--- src/rtl/ckPkg.sv ---
package ckPkg;
  localparam int POST_W   = 3;
  localparam int PRESC_W  = 3;
  localparam int MUL_W    = 2;
  localparam int FACT_W   = 4;
  localparam int SLOW_DIV = 16;
  localparam int CNT_W    = $clog2(SLOW_DIV);

  typedef enum logic [1:0] {
    SRC_REF = 2'd0,
    SRC_PLL = 2'd1,
    SRC_AUX = 2'd2
  } srcSelE;

  // committed configuration, control -> datapath
  typedef struct packed {
    srcSelE              src;
    logic [CNT_W-1:0]    divM1;
    logic                halfOn;
    logic [PRESC_W-1:0]  presc;
  } ctlBusT;

  // period-end strobes, datapath -> control
  typedef struct packed {
    logic sysEnd;
    logic cpuEnd;
  } endBusT;

  function automatic logic [FACT_W-1:0] mulDecode(input logic [MUL_W-1:0] code);
    case (code)
      2'd0:    mulDecode = FACT_W'(6);
      2'd1:    mulDecode = FACT_W'(8);
      2'd2:    mulDecode = FACT_W'(10);
      default: mulDecode = FACT_W'(14);
    endcase
  endfunction
endpackage

--- src/rtl/ckCtrl.sv ---
module ckCtrl
  import ckPkg::*;
(
  input  logic               clk,
  input  logic               rstN,
  input  logic               pllLock,
  input  logic               pllOn,
  input  logic               auxSel,
  input  logic               lpWait,
  input  logic               halfEn,
  input  logic [POST_W-1:0]  postDiv,
  input  logic [MUL_W-1:0]   mulSel,
  input  logic [PRESC_W-1:0] prescSel,
  input  endBusT             endBus,
  output ctlBusT             ctlBus,
  output logic [FACT_W-1:0]  mulFactor
);
  localparam logic [CNT_W-1:0] SLOW_M1 = CNT_W'(SLOW_DIV - 1);

  srcSelE           nextSrc;
  logic [CNT_W-1:0] nextDivM1;

  always_comb begin
    if (auxSel)               nextSrc = SRC_AUX;
    else if (pllOn && pllLock) nextSrc = SRC_PLL;
    else                      nextSrc = SRC_REF;
  end

  always_comb begin
    case (nextSrc)
      SRC_AUX: nextDivM1 = lpWait ? SLOW_M1 : '0;
      SRC_PLL: nextDivM1 = (postDiv == '0) ? '0 : CNT_W'(postDiv - POST_W'(1));
      default: nextDivM1 = SLOW_M1;
    endcase
  end

  always_ff @(posedge clk) begin
    if (!rstN) begin
      ctlBus.src    <= SRC_REF;
      ctlBus.divM1  <= SLOW_M1;
      ctlBus.halfOn <= 1'b0;
      ctlBus.presc  <= '0;
    end else begin
      if (endBus.sysEnd) begin
        ctlBus.src    <= nextSrc;
        ctlBus.divM1  <= nextDivM1;
        ctlBus.halfOn <= halfEn;
      end
      if (endBus.cpuEnd) begin
        ctlBus.presc <= prescSel;
      end
    end
  end

  assign mulFactor = mulDecode(mulSel);
endmodule

--- src/rtl/ckData.sv ---
module ckData
  import ckPkg::*;
(
  input  logic   clk,
  input  logic   rstN,
  input  logic   refTick,
  input  logic   pllTick,
  input  logic   auxTick,
  input  ctlBusT ctlBus,
  output endBusT endBus,
  output logic   sysTick,
  output logic   cpuTick,
  output logic   pllFastTick
);
  logic               halfPhase;
  logic               clk2Tick;
  logic               srcTick;
  logic [CNT_W-1:0]   divCnt;
  logic [PRESC_W-1:0] preCnt;

  assign clk2Tick = refTick && (!ctlBus.halfOn || halfPhase);

  always_comb begin
    case (ctlBus.src)
      SRC_PLL: srcTick = pllTick;
      SRC_AUX: srcTick = auxTick;
      default: srcTick = clk2Tick;
    endcase
  end

  assign endBus.sysEnd = srcTick && (divCnt == ctlBus.divM1);
  assign endBus.cpuEnd = endBus.sysEnd && (preCnt == ctlBus.presc);

  always_ff @(posedge clk) begin
    if (!rstN) begin
      halfPhase <= 1'b0;
      divCnt    <= '0;
    end else if (endBus.sysEnd) begin
      halfPhase <= 1'b0;
      divCnt    <= '0;
    end else begin
      if (refTick && ctlBus.halfOn) halfPhase <= !halfPhase;
      if (srcTick) divCnt <= divCnt + CNT_W'(1);
    end
  end

  always_ff @(posedge clk) begin
    if (!rstN)               preCnt <= '0;
    else if (endBus.cpuEnd)  preCnt <= '0;
    else if (endBus.sysEnd)  preCnt <= preCnt + PRESC_W'(1);
  end

  always_ff @(posedge clk) begin
    if (!rstN) begin
      sysTick     <= 1'b0;
      cpuTick     <= 1'b0;
      pllFastTick <= 1'b0;
    end else begin
      sysTick     <= endBus.sysEnd;
      cpuTick     <= endBus.cpuEnd;
      pllFastTick <= pllTick;
    end
  end
endmodule

--- src/rtl/ckSelDiv.sv ---
module ckSelDiv
  import ckPkg::*;
(
  input  logic               clk,
  input  logic               rstN,
  input  logic               refTick,
  input  logic               pllTick,
  input  logic               auxTick,
  input  logic               pllLock,
  input  logic               pllOn,
  input  logic               auxSel,
  input  logic               lpWait,
  input  logic               halfEn,
  input  logic [POST_W-1:0]  postDiv,
  input  logic [MUL_W-1:0]   mulSel,
  input  logic [PRESC_W-1:0] prescSel,
  output logic               sysTick,
  output logic               cpuTick,
  output logic               pllFastTick,
  output logic [FACT_W-1:0]  mulFactor
);
  ctlBusT ctlBus;
  endBusT endBus;

  ckCtrl u_ctrl (
    .clk(clk), .rstN(rstN), .pllLock(pllLock), .pllOn(pllOn),
    .auxSel(auxSel), .lpWait(lpWait), .halfEn(halfEn), .postDiv(postDiv),
    .mulSel(mulSel), .prescSel(prescSel), .endBus(endBus),
    .ctlBus(ctlBus), .mulFactor(mulFactor)
  );

  ckData u_data (
    .clk(clk), .rstN(rstN), .refTick(refTick), .pllTick(pllTick),
    .auxTick(auxTick), .ctlBus(ctlBus), .endBus(endBus),
    .sysTick(sysTick), .cpuTick(cpuTick), .pllFastTick(pllFastTick)
  );
endmodule

--- config.mk ---
export PLATFORM = sky130hd
export DESIGN_NAME = ckSelDiv
export DESIGN_NICKNAME = d
export VERILOG_FILES = /design/src/rtl/ckPkg.sv /design/src/rtl/ckCtrl.sv /design/src/rtl/ckData.sv /design/src/rtl/ckSelDiv.sv
export SDC_FILE = /design/constraint.sdc
export NUM_CORES = 1
export LEC_CHECK = 0
export CAP_MARGIN = 10
export CORE_MARGIN = 3
export CORE_UTILIZATION = 53
export CTS_CLUSTER_DIAMETER = 200
export DETAILED_ROUTE_END_ITERATION = 16
export GPL_ROUTABILITY_DRIVEN = 0
export PLACE_DENSITY = 0.81
export SLEW_MARGIN = 30
export SYNTH_ARGS = -nofsm -noshare
export SYNTH_HDL_FRONTEND = slang
export SYNTH_SLANG_ARGS = --single-unit
export TNS_END_PERCENT = 20
--- constraint.sdc ---
create_clock -name clk -period 4.42 [get_ports clk]
set_input_delay 0.884 -clock clk [delete_from_list [all_inputs] [get_ports clk]]
set_output_delay 0.884 -clock clk [all_outputs]
set_load 0.005 [all_outputs]
Yosys cells after proc, flatten, opt, wreduce, memory -nomap -nowiden
Index checks and enable logic that the tools add are counted.
{ "totals": {"in_bits": 18, "register_bits": 21, "out_inout_bits": 7, "wordCells": 41} }
{ "classes": {"n_reduce_logical": 12, "mux": 7, "add_sub_neg": 3, "n_bitwise": 1, "eq_ne": 8} }
{ "op_table": {"columns": ["op", "n"], "rows": [
  ["$pmux W4 S3", 1],
  ["$mux W4", 2],
  ["$pmux W4 S2", 1],
  ["$eq A2 B1 Y1 const B", 3],
  ["$eq A2 B2 Y1 const B", 3],
  ["$logic_and A1 B1 Y1", 5],
  ["$add A4 B1 Y4 const B", 1],
  ["$eq A4 B4 Y1", 1],
  ["$reduce_or A2 Y1", 2],
  ["$sub A3 B1 Y4 const B", 1],
  ["$add A3 B1 Y3 const B", 1],
  ["$eq A3 B3 Y1", 1],
  ["$logic_not A3 Y1", 1],
  ["$logic_not A1 Y1", 2],
  ["$logic_not A2 Y1", 1],
  ["$mux W2", 1],
  ["$pmux W1 S2", 1],
  ["$logic_or A1 B1 Y1", 1],
  ["$mux W1", 1],
  ["$not A1 Y1", 1]
]} }

Longest topological paths before layout
{ "logic_depth": {"word_depth": 7, "depth_mapped": 8, "ltp_nobuf": 7} }

Cells and area by module
Synthesis repeated with hierarchy kept, for this count alone.
{ "hier_totals": {"hier_cells": 117, "hier_area_um2": 1067.3} }
{ "by_module_without_submodules": {"columns": ["mod", "seq_area_each_um2", "instances", "area_per_inst_um2", "cells_per_inst"], "rows": [
  ["ckData", 220.2, 1, 579.3, 63],
  ["ckCtrl", 200.2, 1, 488.0, 54]
]} }

Worst setup path after synthesis
No wires, ideal clock.
{ "synth_path": {"kind": "input -> output", "start": "input mulSel[0]", "end": "output mulFactor[2]", "required_time_ps": 3536, "slack_ps": 2302, "path_buffers": 0, "path_stages": 3, "t_arrival_ps": 1234, "path_cell_list": "inv_1 ha_1 inv_1"} }
{ "synth_via": {"elab_chain_len": 2, "elab_cells_between_ends": 4, "classes_between": "eq/ne: 2; mux: 1; reduce/logical: 1"} }
{ "synth_lines": {"columns": ["item", "line_no", "rtl"], "rows": [
  ["start, declared", "ckSelDiv.sv:15", "input logic [MUL_W-1:0] mulSel,"],
  ["$eq A2 B2 Y1, or another cell as far along", "ckPkg.sv:30", "case (code)"],
  ["$pmux W4 S3 *", "ckPkg.sv:30", null],
  ["end, declared", "ckSelDiv.sv:20", "output logic [FACT_W-1:0] mulFactor"]
]} }
Every way passes the cells marked *; elsewhere a longest branch is shown, timed or not.

Worst setup path after layout
Same ends and word-level chain as after synthesis.

==> impl_metrics.tcl <==
set metrics [dict create \
    synth_top_area_share_pct 37.5 \
    post_cts_resized 0 \
    start_util_pct 56.6 \
    drv_slew 0 \
    dr_total_vias 858 \
    cp-start-kind "input pin" \
    max_slew_margin_pct 54.8 \
    antenna_cells 0 \
    power_density_nw_per_um2 240 \
    cp-end-kind "output pin" \
    clkTransAtPathRegs_ns 0.11 \
    finalCritPeriodShare_pct 70.6 \
    ctsHoldBuffers 0 \
    clk_latency_ns 0.31 \
    p_leak_nw 0.528 \
    grt_pass1_vias 867 \
    critPathMaxFanout 2 \
    overflow 0 \
    clock-sinks 21 \
    rr_worst_depth 6 \
    whs_endpoint "u_ctrl.ctlBus[1]" \
    slowest_stage "clkdlybuf4s50_1" \
    hold_viol 0 \
    core_um2 1980 \
    seqPwrFrac_pct 58.7 \
    met1_usage_pct 21.6 \
    hpwl_um 1540 \
    rows 16 \
    die_w_um 52.0 \
    status "finished clean" \
    swShare_pct 23.7 \
    layout_setup_ws_ns 1.30 \
    worst_pin_slew_ns 0.676 \
    dieArea_um2 2710 \
    grtUsageTotal_pct 17.7 \
    final_area_um2 1380 \
    first_iter_violations 7 \
    place_ws_ns 1.28 \
    rsz0062_at_grt "false" \
    drc 0 \
    place_area_um2 1350 \
    fin_crit_ns 3.12 \
    vdd_drop_max_uv 133 \
    io_pins 25 \
    met3_usage_pct 2.58 \
    crit_type "in2out" \
    power_frac_comb_pct 12.9 \
    grt_use_met2_pct 29.1 \
    critPathArrivalTime_ns 2.24 \
    ys.warnings.count 0 \
    slowest_delay_ns 0.49 \
    r2r_start "u_ctrl.ctlBus[8]" \
    dominantRegCellSynth "dfxtp_1" \
    ys_seq_area_share_pct 37.5 \
    clkPwrFrac_pct 28.5 \
    synth.distinct_cells 32 \
    report.final.setup_viol 0 \
    fill_cells 148 \
    grt_pass1_wl_um 3550 \
    via_per_inst 4.88 \
    syn_avg_cell_area_um2 8.84 \
    synth_area_um2 1120 \
    regToRegEndpoint "u_ctrl.ctlBus[0]" \
    ant_nets 0 \
    cts-buffers-inserted 3 \
    io_buffers 23 \
    htree_levels 1 \
    synth_area_leaders "dfxtp_1 (37%), ha_1 (8.9%), mux2i_1 (8.9%)" \
    wl_um 1980 \
    hp-class "reg2reg" \
    grt_max_degree 23 \
    critPathRequiredTime_ns 3.54 \
    synth_most_common_cell "dfxtp_1" \
    crit_chain "clkdlybuf4s50_1, inv_1, ha_1, inv_1, clkdlybuf4s50_1" \
    grt_busiest_layer "met2" \
    p_int_mw 0.253 \
    cts-root-buf "clkbuf_4" \
    synthArstFlopShare_pct 0 \
    synth_nets 153 \
    first_pass_iters 3 \
    wl_per_cell_um 11.3 \
    drv_cap 0 \
    syn_inst 127 \
    drive_gt1_share_pct 4.70 \
    synth_edf_count 0 \
    layout.nets 176 \
    p_switching_mw 0.0787 \
    clock-skew-final_ns 0.00364 \
    cts_setup_buffers 0 \
    r2r_setup_slack_ns 2.33 \
    synth_top_cells_by_count "dfxtp_1 (21), nand2_1 (17), inv_1 (13)" \
    yosysTopAreaCell "dfxtp_1" \
    fin_util_pct 69.6 \
    cts_tree "done" \
    antenna_found_initial 0 \
    synth_seq_cells 21 \
    die_height_um 52.0 \
    fmax_mhz 321 \
    syn_to_final_growth_pct 22.9 \
    cts_buffer_depth 2 \
    fin_setup_tns_ns 0 \
    hold_start "u_ctrl.ctlBus[1]" \
    holdPathStages 2 \
]
cells by family (layout without fill, tap and decap cells):
group                    after synthesis  in the layout  share of synthesized area (%)
AND/OR/NAND/NOR                       44             44                           19.1
flip-flops                            21             21                           37.5
buffers and inverters                 18             40                           7.36
AO/OA/AOI/OAI                         14             14                           9.37
XOR/XNOR                              11             11                           8.58
multiplexers                          10             10                           8.92
adder cells (fa/ha/maj)                8              8                           8.92
other                                  1              1                          0.334
flip-flops by register name, indices dropped and copies added (netlist names):
register / flops
u_data.halfPhase: 1
u_data.pllFastTick: 1
u_data.sysTick: 1
u_data.preCnt: 3
u_data.cpuTick: 1
u_data.divCnt: 4
u_ctrl.ctlBus: 10
routing by layer:
| layer | up-vias | part of all wire [%] |
|---|---|---|
| met1 | 383 | 46 |
| met2 | 20 | 47 |
| met3 | 6 | 4.0 |
| li1 | 449 | - |
| met5 | - | 0 |
| met4 | 0 | 2.8 |
area by class of cell:
cell class | instances | area, µm² | area share, %
flip-flops and latches | 21 | 420 | 30.5
inverters | 13 | 48.8 | 3.54
repair buffers | 23 | 230 | 16.7
multi-input cells | 88 | 619 | 44.9
clock buffers | 4 | 26.3 | 1.91
well taps | 27 | 33.8 | 2.45
worst max path at each step:
stage                         start      endpoint  slack (ns)  depth (start not counted)
after floorplan           mulSel[0]  mulFactor[2]        2.30                          3
after global placement    mulSel[0]  mulFactor[2]        1.32                          5
after detailed placement  mulSel[0]  mulFactor[2]        1.28                          5
after CTS                 mulSel[0]  mulFactor[2]        1.28                          5
after global routing      mulSel[0]  mulFactor[2]        1.21                          5
final                     mulSel[0]  mulFactor[2]        1.30                          5
worst max-delay path, delay by kind of cell:
family                     cells  cell delay, ns
adders and majority gates      1            0.28
buffers and inverters          4            1.08
metrics by stage:
step                cells  total power [mW]  hold WS [ns]
finish                176             0.332         0.478
global placement      172             0.239         0.461
floorplan             127             0.217         0.447
detailed placement    172             0.242         0.467
CTS                   176             0.336         0.484
global route          176             0.347         0.508
cell usage in the layout (no fill, tap or decap):
| cell | count |
|---|---|
| mux2i_1 | 10 |
| a21oi_4 | 1 |
| xor2_1 | 1 |
| nor2b_1 | 4 |
| inv_1 | 13 |
| nand3_1 | 3 |
| xnor2_1 | 10 |
| dfxtp_1 | 21 |
| conb_1 | 1 |
| or2_4 | 1 |
| and2_1 | 3 |
| a21boi_0 | 1 |
| o21a_1 | 1 |
| nand2_1 | 17 |
| a22oi_1 | 1 |
| clkdlybuf4s50_1 | 23 |
| nand2_2 | 1 |
| o211ai_2 | 1 |
| nand3b_1 | 2 |
| o22ai_1 | 2 |
| o211ai_1 | 1 |
| nand4_1 | 1 |
| ha_1 | 8 |
| nand2b_1 | 3 |
| clkbuf_1 | 1 |
| nor2_1 | 8 |
| a21oi_1 | 3 |
| a31oi_1 | 1 |
| clkbuf_4 | 3 |
| o21ai_0 | 1 |
| a21boi_1 | 1 |
| and3_1 | 1 |
power by group through the flow:
stage	registers, mW	clock network, mW	logic [mW]
detailed placement	0.199	0	0.0430
finish	0.195	0.0944	0.0426
CTS	0.195	0.0981	0.0433
global placement	0.199	0	0.0408
floorplan	0.198	0	0.0187
global route	0.195	0.104	0.0480
Power figures use the tool's default switching activity.
